[config.mk]
export PLATFORM = sky130hd
export DESIGN_NAME = trace_stim_decoder
export DESIGN_NICKNAME = d
export VERILOG_FILES = /design/src/rtl/trace_stim_pkg.sv /design/src/rtl/tsd_offset_decode.sv /design/src/rtl/tsd_payload_shape.sv /design/src/rtl/tsd_port_gate.sv /design/src/rtl/tsd_record_stage.sv /design/src/rtl/trace_stim_decoder.sv
export SDC_FILE = /design/constraint.sdc
export NUM_CORES = 1
export LEC_CHECK = 0
export CORE_MARGIN = 2
export CORE_UTILIZATION = 42
export CTS_CLUSTER_DIAMETER = 50
export CTS_CLUSTER_SIZE = 8
export DETAILED_ROUTE_END_ITERATION = 8
export GPL_ROUTABILITY_DRIVEN = 0
export HOLD_SLACK_MARGIN = 0.05
export PLACE_DENSITY = 0.84
export SLEW_MARGIN = 20
export SYNTH_ARGS = -nofsm -noshare
export SYNTH_HDL_FRONTEND = slang
export SYNTH_HIERARCHICAL = 1
export SYNTH_SLANG_ARGS = --single-unit
[constraint.sdc]
create_clock -name clk -period 5.4 [get_ports clk]
set_clock_uncertainty 0.15 [all_clocks]
set_input_delay 0.54 -clock clk [delete_from_list [all_inputs] [get_ports clk]]
set_output_delay 0.54 -clock clk [all_outputs]
set_load 0.1 [all_outputs]
[src/rtl/trace_stim_pkg.sv]
package trace_stim_pkg;

   typedef enum logic [1:0] {
      KIND_DATA = 2'd0,
      KIND_FLAG = 2'd1,
      KIND_TRIG = 2'd2
   } stim_kind_e;

   // base offsets inside a channel window, all attribute bits set
   localparam logic [7:0] BASE_DATA = 8'h98;
   localparam logic [7:0] BASE_FLAG = 8'hE8;
   localparam logic [7:0] BASE_TRIG = 8'hF8;

   // attribute bit positions inside the offset (cleared = requested)
   localparam int STAMP_BIT = 3;
   localparam int MARK_BIT  = 4;
   localparam int GUAR_BIT  = 7;

   localparam logic [7:0] ATTR_ALL   = 8'((1 << STAMP_BIT) | (1 << MARK_BIT) | (1 << GUAR_BIT));
   localparam logic [7:0] ATTR_NOMRK = 8'((1 << STAMP_BIT) | (1 << GUAR_BIT));

   localparam int WIN_BITS = 8;

endpackage

[src/rtl/tsd_offset_decode.sv]
module tsd_offset_decode
   import trace_stim_pkg::*;
(
   input  logic [7:0]  offset,
   output logic        hit,
   output stim_kind_e  kind,
   output logic        stamp,
   output logic        marked,
   output logic        guar
);

   logic hit_data, hit_flag, hit_trig;

   // every attribute bit of a base offset must be set, or clearing it is meaningless
   if ((BASE_DATA & ATTR_ALL) != ATTR_ALL) begin : g_bad_data
      $error("data base offset lacks an attribute bit");
   end
   if (((BASE_FLAG & ATTR_NOMRK) != ATTR_NOMRK) || ((BASE_TRIG & ATTR_NOMRK) != ATTR_NOMRK)) begin : g_bad_ft
      $error("flag/trigger base offset lacks an attribute bit");
   end

   always_comb begin
      hit_data = (offset | ATTR_ALL)   == BASE_DATA;
      hit_flag = (offset | ATTR_NOMRK) == BASE_FLAG;
      hit_trig = (offset | ATTR_NOMRK) == BASE_TRIG;
      hit      = hit_data | hit_flag | hit_trig;
      if (hit_flag)      kind = KIND_FLAG;
      else if (hit_trig) kind = KIND_TRIG;
      else               kind = KIND_DATA;
      stamp  = ~offset[STAMP_BIT];
      guar   = ~offset[GUAR_BIT];
      marked = hit_data & ~offset[MARK_BIT];
   end

endmodule

[src/rtl/tsd_payload_shape.sv]
module tsd_payload_shape #(
   parameter int PAY_W   = 64,
   parameter bit FUND_64 = 1'b0
) (
   input  logic [PAY_W-1:0] in_data,
   input  logic [1:0]       in_size,
   input  logic             is_flag,
   output logic             size_ok,
   output logic [1:0]       out_size,
   output logic [PAY_W-1:0] out_data
);

   localparam int NBYTES = PAY_W / 8;

   if (PAY_W != 32 && PAY_W != 64) begin : g_bad_w
      $error("PAY_W must be 32 or 64");
   end
   if (FUND_64 && PAY_W < 64) begin : g_bad_f
      $error("64-bit writes need a 64-bit payload");
   end

   if (FUND_64) begin : g_size64
      assign size_ok = 1'b1;
   end else begin : g_size32
      assign size_ok = (in_size != 2'd3);
   end

   assign out_size = is_flag ? 2'd0 : in_size;

   for (genvar b = 0; b < NBYTES; b++) begin : g_byte
      assign out_data[8*b +: 8] = (4'(b) < (4'd1 << out_size)) ? in_data[8*b +: 8] : 8'h00;
   end

endmodule

[src/rtl/tsd_port_gate.sv]
module tsd_port_gate #(
   parameter int NUM_CH = 64,
   parameter int CH_W   = 6,
   parameter int GRP_W  = 1
) (
   input  logic [CH_W-1:0]  chan,
   input  logic             glob_en,
   input  logic [31:0]      port_mask,
   input  logic             port_sel_en,
   input  logic [GRP_W-1:0] port_grp_sel,
   output logic             chan_en
);

   localparam int NUM_GRP = (NUM_CH + 31) / 32;

   logic [4:0] bit_idx;
   logic       grp_hit;

   if (CH_W >= 5) begin : g_wide
      assign bit_idx = chan[4:0];
   end else begin : g_narrow
      assign bit_idx = {{(5 - CH_W){1'b0}}, chan};
   end

   if (NUM_GRP > 1) begin : g_multi
      assign grp_hit = (chan[CH_W-1:5] == port_grp_sel);
   end else begin : g_single
      assign grp_hit = (port_grp_sel == '0);
   end

   assign chan_en = glob_en & port_mask[bit_idx] & (~port_sel_en | grp_hit);

endmodule

[src/rtl/tsd_record_stage.sv]
module tsd_record_stage
   import trace_stim_pkg::*;
#(
   parameter int CH_W  = 6,
   parameter int PAY_W = 64
) (
   input  logic             clk,
   input  logic             rst_n,
   input  logic             load,
   input  logic             ovf_set,
   input  logic [CH_W-1:0]  in_channel,
   input  stim_kind_e       in_kind,
   input  logic             in_stamp,
   input  logic             in_marked,
   input  logic             in_guar,
   input  logic [PAY_W-1:0] in_payload,
   input  logic [1:0]       in_size,
   output logic             slot_free,
   output logic             rec_valid,
   input  logic             rec_ready,
   output logic [CH_W-1:0]  rec_channel,
   output logic [1:0]       rec_kind,
   output logic             rec_stamp,
   output logic             rec_marked,
   output logic             rec_guaranteed,
   output logic [PAY_W-1:0] rec_payload,
   output logic [1:0]       rec_size,
   output logic             overflow
);

   assign slot_free = ~rec_valid | rec_ready;

   always_ff @(posedge clk or negedge rst_n) begin
      if (!rst_n) begin
         rec_valid      <= 1'b0;
         rec_channel    <= '0;
         rec_kind       <= '0;
         rec_stamp      <= 1'b0;
         rec_marked     <= 1'b0;
         rec_guaranteed <= 1'b0;
         rec_payload    <= '0;
         rec_size       <= '0;
         overflow       <= 1'b0;
      end else begin
         if (load) begin
            rec_valid      <= 1'b1;
            rec_channel    <= in_channel;
            rec_kind       <= in_kind;
            rec_stamp      <= in_stamp;
            rec_marked     <= in_marked;
            rec_guaranteed <= in_guar;
            rec_payload    <= in_payload;
            rec_size       <= in_size;
         end else if (rec_ready) begin
            rec_valid <= 1'b0;
         end
         if (ovf_set) overflow <= 1'b1;
      end
   end

   assert_hold_R10: assert property (@(posedge clk) disable iff (!rst_n)
      rec_valid && !rec_ready |=> rec_valid && $stable(rec_channel) && $stable(rec_kind)
         && $stable(rec_stamp) && $stable(rec_marked) && $stable(rec_guaranteed)
         && $stable(rec_payload) && $stable(rec_size));

   assert_ovf_sticky_R9: assert property (@(posedge clk) disable iff (!rst_n)
      overflow |=> overflow);

   assert_flag_byte_R5: assert property (@(posedge clk) disable iff (!rst_n)
      rec_valid && rec_kind == KIND_FLAG |-> rec_size == 2'd0 && (rec_payload >> 8) == '0);

   assert_mark_data_R3: assert property (@(posedge clk) disable iff (!rst_n)
      rec_valid && rec_kind != KIND_DATA |-> !rec_marked);

endmodule

[src/rtl/trace_stim_decoder.sv]
module trace_stim_decoder
   import trace_stim_pkg::*;
#(
   parameter int          ADDR_W   = 16,
   parameter logic [16:0] CNT_CODE = 17'd64,
   parameter int          PAY_W    = 64,
   parameter bit          FUND_64  = 1'b0,
   localparam int NUM_CH  = (CNT_CODE == 17'd0) ? 32 : int'(CNT_CODE),
   localparam int CH_W    = (NUM_CH > 1) ? $clog2(NUM_CH) : 1,
   localparam int NUM_GRP = (NUM_CH + 31) / 32,
   localparam int GRP_W   = (NUM_GRP > 1) ? $clog2(NUM_GRP) : 1
) (
   input  logic             clk,
   input  logic             rst_n,
   input  logic             glob_en,
   input  logic [31:0]      port_mask,
   input  logic             port_sel_en,
   input  logic [GRP_W-1:0] port_grp_sel,
   input  logic             wr_valid,
   output logic             wr_ready,
   input  logic [ADDR_W-1:0] wr_addr,
   input  logic [PAY_W-1:0] wr_data,
   input  logic [1:0]       wr_size,
   output logic             rec_valid,
   input  logic             rec_ready,
   output logic [CH_W-1:0]  rec_channel,
   output logic [1:0]       rec_kind,
   output logic             rec_stamp,
   output logic             rec_marked,
   output logic             rec_guaranteed,
   output logic [PAY_W-1:0] rec_payload,
   output logic [1:0]       rec_size,
   output logic             overflow
);

   localparam int CHF_W = ADDR_W - WIN_BITS;

   if (ADDR_W <= WIN_BITS) begin : g_bad_addr
      $error("ADDR_W must exceed the channel window width");
   end
   if (NUM_CH > (1 << CHF_W)) begin : g_bad_cnt
      $error("channel count exceeds the address space");
   end

   localparam logic [CHF_W:0] CH_LIMIT = (CHF_W + 1)'(NUM_CH);

   logic [CHF_W-1:0] ch_field;
   logic [CH_W-1:0]  chan;
   logic             in_range;
   logic             off_hit, a_stamp, a_marked, a_guar;
   stim_kind_e       kind;
   logic             size_ok, chan_en;
   logic [1:0]       shp_size;
   logic [PAY_W-1:0] shp_data;
   logic             pkt_ok, slot_free, load, ovf_set;

   assign ch_field = wr_addr[ADDR_W-1:WIN_BITS];
   assign chan     = ch_field[CH_W-1:0];
   assign in_range = ({1'b0, ch_field} < CH_LIMIT);

   tsd_offset_decode i_offset (
      .offset (wr_addr[WIN_BITS-1:0]),
      .hit    (off_hit),
      .kind   (kind),
      .stamp  (a_stamp),
      .marked (a_marked),
      .guar   (a_guar)
   );

   tsd_payload_shape #(.PAY_W(PAY_W), .FUND_64(FUND_64)) i_shape (
      .in_data  (wr_data),
      .in_size  (wr_size),
      .is_flag  (kind == KIND_FLAG),
      .size_ok  (size_ok),
      .out_size (shp_size),
      .out_data (shp_data)
   );

   tsd_port_gate #(.NUM_CH(NUM_CH), .CH_W(CH_W), .GRP_W(GRP_W)) i_gate (
      .chan         (chan),
      .glob_en      (glob_en),
      .port_mask    (port_mask),
      .port_sel_en  (port_sel_en),
      .port_grp_sel (port_grp_sel),
      .chan_en      (chan_en)
   );

   assign pkt_ok   = off_hit & size_ok & in_range & chan_en;
   assign wr_ready = ~(pkt_ok & a_guar & ~slot_free);
   assign load     = wr_valid & pkt_ok & slot_free;
   assign ovf_set  = wr_valid & pkt_ok & ~a_guar & ~slot_free;

   tsd_record_stage #(.CH_W(CH_W), .PAY_W(PAY_W)) i_stage (
      .clk            (clk),
      .rst_n          (rst_n),
      .load           (load),
      .ovf_set        (ovf_set),
      .in_channel     (chan),
      .in_kind        (kind),
      .in_stamp       (a_stamp),
      .in_marked      (a_marked),
      .in_guar        (a_guar),
      .in_payload     (shp_data),
      .in_size        (shp_size),
      .slot_free      (slot_free),
      .rec_valid      (rec_valid),
      .rec_ready      (rec_ready),
      .rec_channel    (rec_channel),
      .rec_kind       (rec_kind),
      .rec_stamp      (rec_stamp),
      .rec_marked     (rec_marked),
      .rec_guaranteed (rec_guaranteed),
      .rec_payload    (rec_payload),
      .rec_size       (rec_size),
      .overflow       (overflow)
   );

   assert_range_R1: assert property (@(posedge clk) disable iff (!rst_n)
      rec_valid |-> int'(rec_channel) < NUM_CH);

   assert_stall_R8: assert property (@(posedge clk) disable iff (!rst_n)
      wr_valid && !wr_ready |-> rec_valid && !rec_ready);

   assert_stall_keep_R8: assert property (@(posedge clk) disable iff (!rst_n)
      wr_valid && !wr_ready |=> rec_valid);

   assert_ovf_cause_R9: assert property (@(posedge clk) disable iff (!rst_n)
      $rose(overflow) |-> $past(rec_valid && !rec_ready));

   assert_global_R6: assert property (@(posedge clk) disable iff (!rst_n)
      $rose(rec_valid) |-> $past(glob_en));

   if (!FUND_64) begin : g_chk32
      assert_no_wide_R4: assert property (@(posedge clk) disable iff (!rst_n)
         rec_valid |-> rec_size != 2'd3);
   end

endmodule

Yosys cells after proc, flatten, opt, wreduce, memory -nomap -nowiden
Index checks and enable logic that the tools add are counted.
{"block": "op_classes", "n_addsub": 0, "mul": 0, "div_mod_pow": 0, "magnitude_cmp": 10, "n_eq_ne": 5, "n_shift": 1, "n_mux": 15, "bitwise_logic": 23, "reduce_logical": 2}
{"operator": "two-way mux 8 bit", "count": 8}
{"operator": "< comparator 3 x 4 -> 1 bit (first input constant)", "count": 4}
{"operator": "bitwise AND 1 bit", "count": 12}
{"operator": "equality test 6 bit (second input constant)", "count": 2}
{"operator": "< comparator 1 x 4 -> 1 bit (first input constant)", "count": 2}
{"operator": "< comparator 2 x 4 -> 1 bit (first input constant)", "count": 2}
{"operator": "< comparator 8 x 7 -> 1 bit (second input constant)", "count": 1}
{"operator": "NOT 1 bit", "count": 7}
{"operator": "< comparator 5 x 6 -> 1 bit (second input constant)", "count": 1}
{"operator": "two-way mux 2 bit", "count": 3}
{"operator": "binary-select mux 1 bit (select 5 bit)", "count": 1}
{"operator": "zero test 5 bit", "count": 1}
{"operator": "OR 1 bit", "count": 4}
{"operator": "<< shifter 1 x 2 -> 4 bit (first input constant)", "count": 1}
{"operator": "two-way mux 1 bit", "count": 3}
{"operator": "equality test 2 x 1 -> 1 bit (second input constant)", "count": 1}
{"operator": "inequality test 2 bit (second input constant)", "count": 1}
{"operator": "nonzero test 2 bit", "count": 1}
{"operator": "equality test 1 bit", "count": 1}
{"block": "totals", "ff_bits": 79, "latch_bits": 0, "mem_bits_rw": 0, "romBits": 0, "in_bits": 121, "out_inout_bits": 80, "wordCells": 65, "mem_count": 0}

Depth between registers and ports, before layout
{"block": "depth", "word_depth": 9, "depth_mapped": 11, "ltp_nobuf": 7}

Modules after synthesis
The synthesis kept the hierarchy.
{"module": "tsd_record_stage", "instances": 1, "cells_each": 168, "area_per_inst_um2": 3004.1, "seq_area_each_um2": 1976.9}
{"module": "tsd_payload_shape", "instances": 1, "cells_each": 76, "area_per_inst_um2": 462.9, "seq_area_each_um2": 0.0}
{"module": "tsd_port_gate", "instances": 1, "cells_each": 20, "area_per_inst_um2": 272.8, "seq_area_each_um2": 0.0}
{"module": "tsd_offset_decode", "instances": 1, "cells_each": 11, "area_per_inst_um2": 70.1, "seq_area_each_um2": 0.0}
{"module": "trace_stim_decoder", "instances": 1, "cells_each": 8, "area_per_inst_um2": 61.3, "seq_area_each_um2": 0.0}

Least setup slack after synthesis
No wires, ideal clock.
{"block": "synth_path", "kind": "in2out", "from": "input wr_addr[9]", "to": "output wr_ready", "t_arrival_ps": 2633, "t_required_ps": 4710, "slack_ps": 2077, "cell_stages": 7, "path_buffers": 1, "path_cell_list": "buf_2 mux4_2 mux4_2 nor2_1 a211oi_1 nand2b_4 or3_1"}
{"block": "synth_via", "elab_chain_len": 8, "word_cells_on_any_way": 10, "cone_classes": "1 x order compare; 2 x mux; 7 x bitwise"}
{"item": "start, declared", "line_no": "trace_stim_decoder.sv:21", "rtl": "input logic [ADDR_W-1:0] wr_addr,"}
{"item": "binary-select mux 1 bit (select 5 bit)", "line_no": "tsd_port_gate.sv:31", "rtl": "assign chan_en = glob_en & port_mask[bit_idx] & (~port_sel_en | grp_hit);"}
{"item": "two-way mux 1 bit (implied by the code)", "line_no": "tsd_port_gate.sv:31"}
{"item": "bitwise AND 1 bit (2 in series)", "line_no": "tsd_port_gate.sv:31"}
{"item": "net chan_en", "line_no": "trace_stim_decoder.sv:52", "rtl": "logic size_ok, chan_en;"}
{"item": "bitwise AND 1 bit", "line_no": "trace_stim_decoder.sv:88", "rtl": "assign pkt_ok = off_hit & size_ok & in_range & chan_en;"}
{"item": "bitwise AND 1 bit (2 in series)", "line_no": "trace_stim_decoder.sv:89", "rtl": "assign wr_ready = ~(pkt_ok & a_guar & ~slot_free);"}
{"item": "NOT 1 bit", "line_no": "trace_stim_decoder.sv:89"}
{"item": "end, declared", "line_no": "trace_stim_decoder.sv:20", "rtl": "output logic wr_ready,"}
The timed path passes the listed nets, and every way through them passes these cells. The select of a mux whose other input is x is not followed.

Final worst setup path
{"block": "layout_path", "from": "input wr_addr[10]", "to": "output wr_ready"}
Same word-level chain as after synthesis.

==> run_results.csv <==
group,metric,value,unit
run,drv_cap,0,
clock_network,cts_resized,0,
worst_setup_path,worstPathMaxFanout,9,
logic_synthesis,synthAdderAreaFrac,0,%
clock_network,root_buffer,"clkbuf_8",
cells_and_area,fin_area,6090,um2
place,portBuffers,200,
drt,firstDrtPassIters,4,
clock_network,cts_hold_buffers,0,
timing,worstMarginPinSlew,1.01,ns
die,io_pins,201,
logic_synthesis,yosys_warnings,6,
worst_setup_path,crit_arrival,2.96,ns
logic_synthesis,syn_inst,283,
logic_synthesis,synth_compound_area_share,0.970,%
timing,setup_viol,0,
clock_network,cts_setup_buffers,0,
logic_synthesis,synth_simple_gate_area_share,13.5,%
clock_network,cts_max_level,3,
worst_setup_path,critPathKind,"input pin to output port",
logic_synthesis,synth_area,3870,um2
drt,drc,0,
worst_setup_path,cp.required,4.71,ns
die,start_util,42.5,%
timing,hold_violations,0,
global_routing,grt_pass1_wl,15700,um
clock_network,cts.sinks,79,
hold_path,hold_class,"register to register",
drt,antenna_left,0,
logic_synthesis,yosysSeqAreaShare,51.1,%
timing,fin_crit_sh,67.6,%
logic_synthesis,synth_nets,404,
cells_and_area,fill_cells,697,
timing,max_slew_margin,32.2,%
global_routing,grt_max_degree,80,
timing,rsz0062_at_grt,"false",
drt,wire_per_inst,16.9,um
logic_synthesis,ys_types,32,
die,row_count,35,
global_routing,overflow,0,
worst_setup_path,rr_worst_depth,5,
drt,avgViaCountPerCell,5.04,
clock_network,clock_path_buffers,2,
die,core-area,9110,um2
clock_network,clk_latency,0.34,ns
timing,clock.fmax,274,MHz
power_and_ir_drop,power.density,217,nW/um2
timing,fin_setup_tns,0,ns
die,die_w,100,um
clock_network,cts_buffers,9,
logic_synthesis,synth_seq_cells,79,
drt,drt_iter0_drc,89,
die,die_h,100,um
cells_and_area,mostFrequentLayoutCells,"clkdlybuf4s50_1, dfrtp_1, mux2_2",
global_routing,track_usage,20.0,%
timing,fin_crit,3.65,ns
run_status,status,"complete, no violations",
logic_synthesis,synth.area.mux_share,29.8,%
drt,totalWireLength,9910,um
cells_and_area,area_growth,57.4,%
global_routing,grt_antenna_before_repair,0,
worst_setup_path,cp-end-kind,"output port",
power_and_ir_drop,leakagePower,2.77,nW
logic_synthesis,synth_top_family_by_area,"multiplexers",
worst_setup_path,start_kind,"input pin",
clock_network,cts_tree,"built",
timing,drv_slew,0,
cells_and_area,diodes,0,
logic_synthesis,syn_avg_cell_area,13.7,um2
logic_synthesis,synth_xor_xnor_area_share,0.226,%
cells_and_area,fin_nets,591,
power_and_ir_drop,vdd_drop_max,0.000202,V
die,dieArea,10000,um2
hold_path,hold_path_depth,1,
place,dp_hpwl,7160,um
global_routing,grt_pass1_vias,3169,
cells_and_area,drive_gt1_share,24.2,%
place,place_area,5870,um2
clock_network,clk_pin_slew,0.08,ns
cells_and_area,layout_commonest_cell,"clkdlybuf4s50_1",
drt,vias,2951,
## critical path: stages
cell and delay, ns:
clkdlybuf4s50_1 0.75, mux4_2 0.56, mux4_2 0.45, nor2_1 0.09, a211oi_1 0.08, nand2b_4 0.10
or3_1 0.10, buf_4 0.28
## cells by family (layout without fill, tap and decap cells)
family,after synthesis,count (layout)
buffers and inverters,30,222
AND/OR/NAND/NOR,81,81
AO/OA/AOI/OAI,5,5
flip-flops,79,79
multiplexers,87,87
XOR/XNOR,1,1
## synthesized netlist by cell type
master	instances	area [um2]
dfrtp_1	79	1980
or3_4	1	11.3
nand2b_4	1	13.8
nor2b_1	3	18.8
inv_1	2	7.51
nand3_1	1	5.00
and3_1	32	200
or2_2	2	12.5
or3_1	1	6.26
nand4_1	1	6.26
nor2_1	2	7.51
clkbuf_2	2	10.0
nor3_2	2	20.0
buf_6	6	67.6
nor2b_4	1	13.8
mux2_4	19	285
and2_1	24	150
nand4b_1	2	17.5
o21ba_2	1	10.0
nand2_1	4	15.0
nor4_1	1	6.26
mux2_2	59	664
nand2b_1	2	12.5
a21oi_1	1	5.00
a211oi_1	2	15.0
mux4_2	9	203
buf_4	1	7.51
nor3_1	1	5.00
clkbuf_1	11	41.3
buf_2	8	40.0
xor2_1	1	8.76
o211ai_1	1	7.51
## path summary, 6_finish.rpt
path | from | endpoint | slack (ns)
worst max-delay path | wr_addr[10] | wr_ready | 1.75
worst min-delay path | i_stage/overflow | i_stage/overflow | 0.33
worst max register to register | i_stage/rec_valid | i_stage/rec_payload[31] | 3.33
worst min register to register | i_stage/overflow | i_stage/overflow | 0.33
max in group asynchronous | rst_n | i_stage/rec_channel[4] | 3.95
min in group asynchronous | rst_n | i_stage/rec_payload[27] | 0.55
## report_power, final
| part | leakage [nW] | internal [mW] | switching [mW] |
|---|---|---|---|
| Clock | 0.0895 | 0.214 | 0.216 |
| Sequential | 1.10 | 0.603 | 0.00646 |
| Combinational | 1.58 | 0.133 | 0.147 |
## sequential cells by signal, indices dropped and copies added, names as in the netlist
| register | cells |
|---|---|
| i_stage/rec_size | 2 |
| i_stage/rec_guaranteed | 1 |
| i_stage/rec_payload | 64 |
| i_stage/rec_marked | 1 |
| i_stage/rec_kind | 2 |
| i_stage/rec_valid | 1 |
| i_stage/rec_stamp | 1 |
| i_stage/rec_channel | 6 |
| i_stage/overflow | 1 |
## layer usage
layer | up-vias | GRT usage, % | share of wire, %
met2 | 125 | 33.8 | 49
met5 | - | 0 | 0
met1 | 1439 | 23.9 | 40
met4 | 0 | 8.01 | 2.3
li1 | 1368 | - | -
met3 | 19 | 6.13 | 8.0
## per-stage QoR
| stage | instances | worst slack, ns | utilization (%) | hold slack (ns) | power [mW] |
|---|---|---|---|---|---|
| after floorplan | 283 | 2.08 | - | 0.0944 | 0.768 |
| after global placement | 568 | 1.69 | 64.5 | 0.306 | 0.897 |
| after detailed placement | 568 | 1.59 | 64.5 | 0.309 | 0.901 |
| after CTS | 584 | 1.73 | 66.6 | 0.238 | 1.33 |
| after global routing | 586 | 1.61 | 66.9 | 0.344 | 1.37 |
| final | 586 | 1.75 | 66.9 | 0.328 | 1.32 |
## final cells by class
class                      count  area, um2  share of cell area (%)
timing repair buffer         204       2050                    33.7
sequential                    79       1980                    32.4
multi-input combinational    174       1730                    28.3
tap                          111        139                    2.28
clock buffer                  11        131                    2.16
clock inverter                 5       58.8                   0.965
inverter                       2       7.51                   0.123
Power figures use the tool's default switching activity.
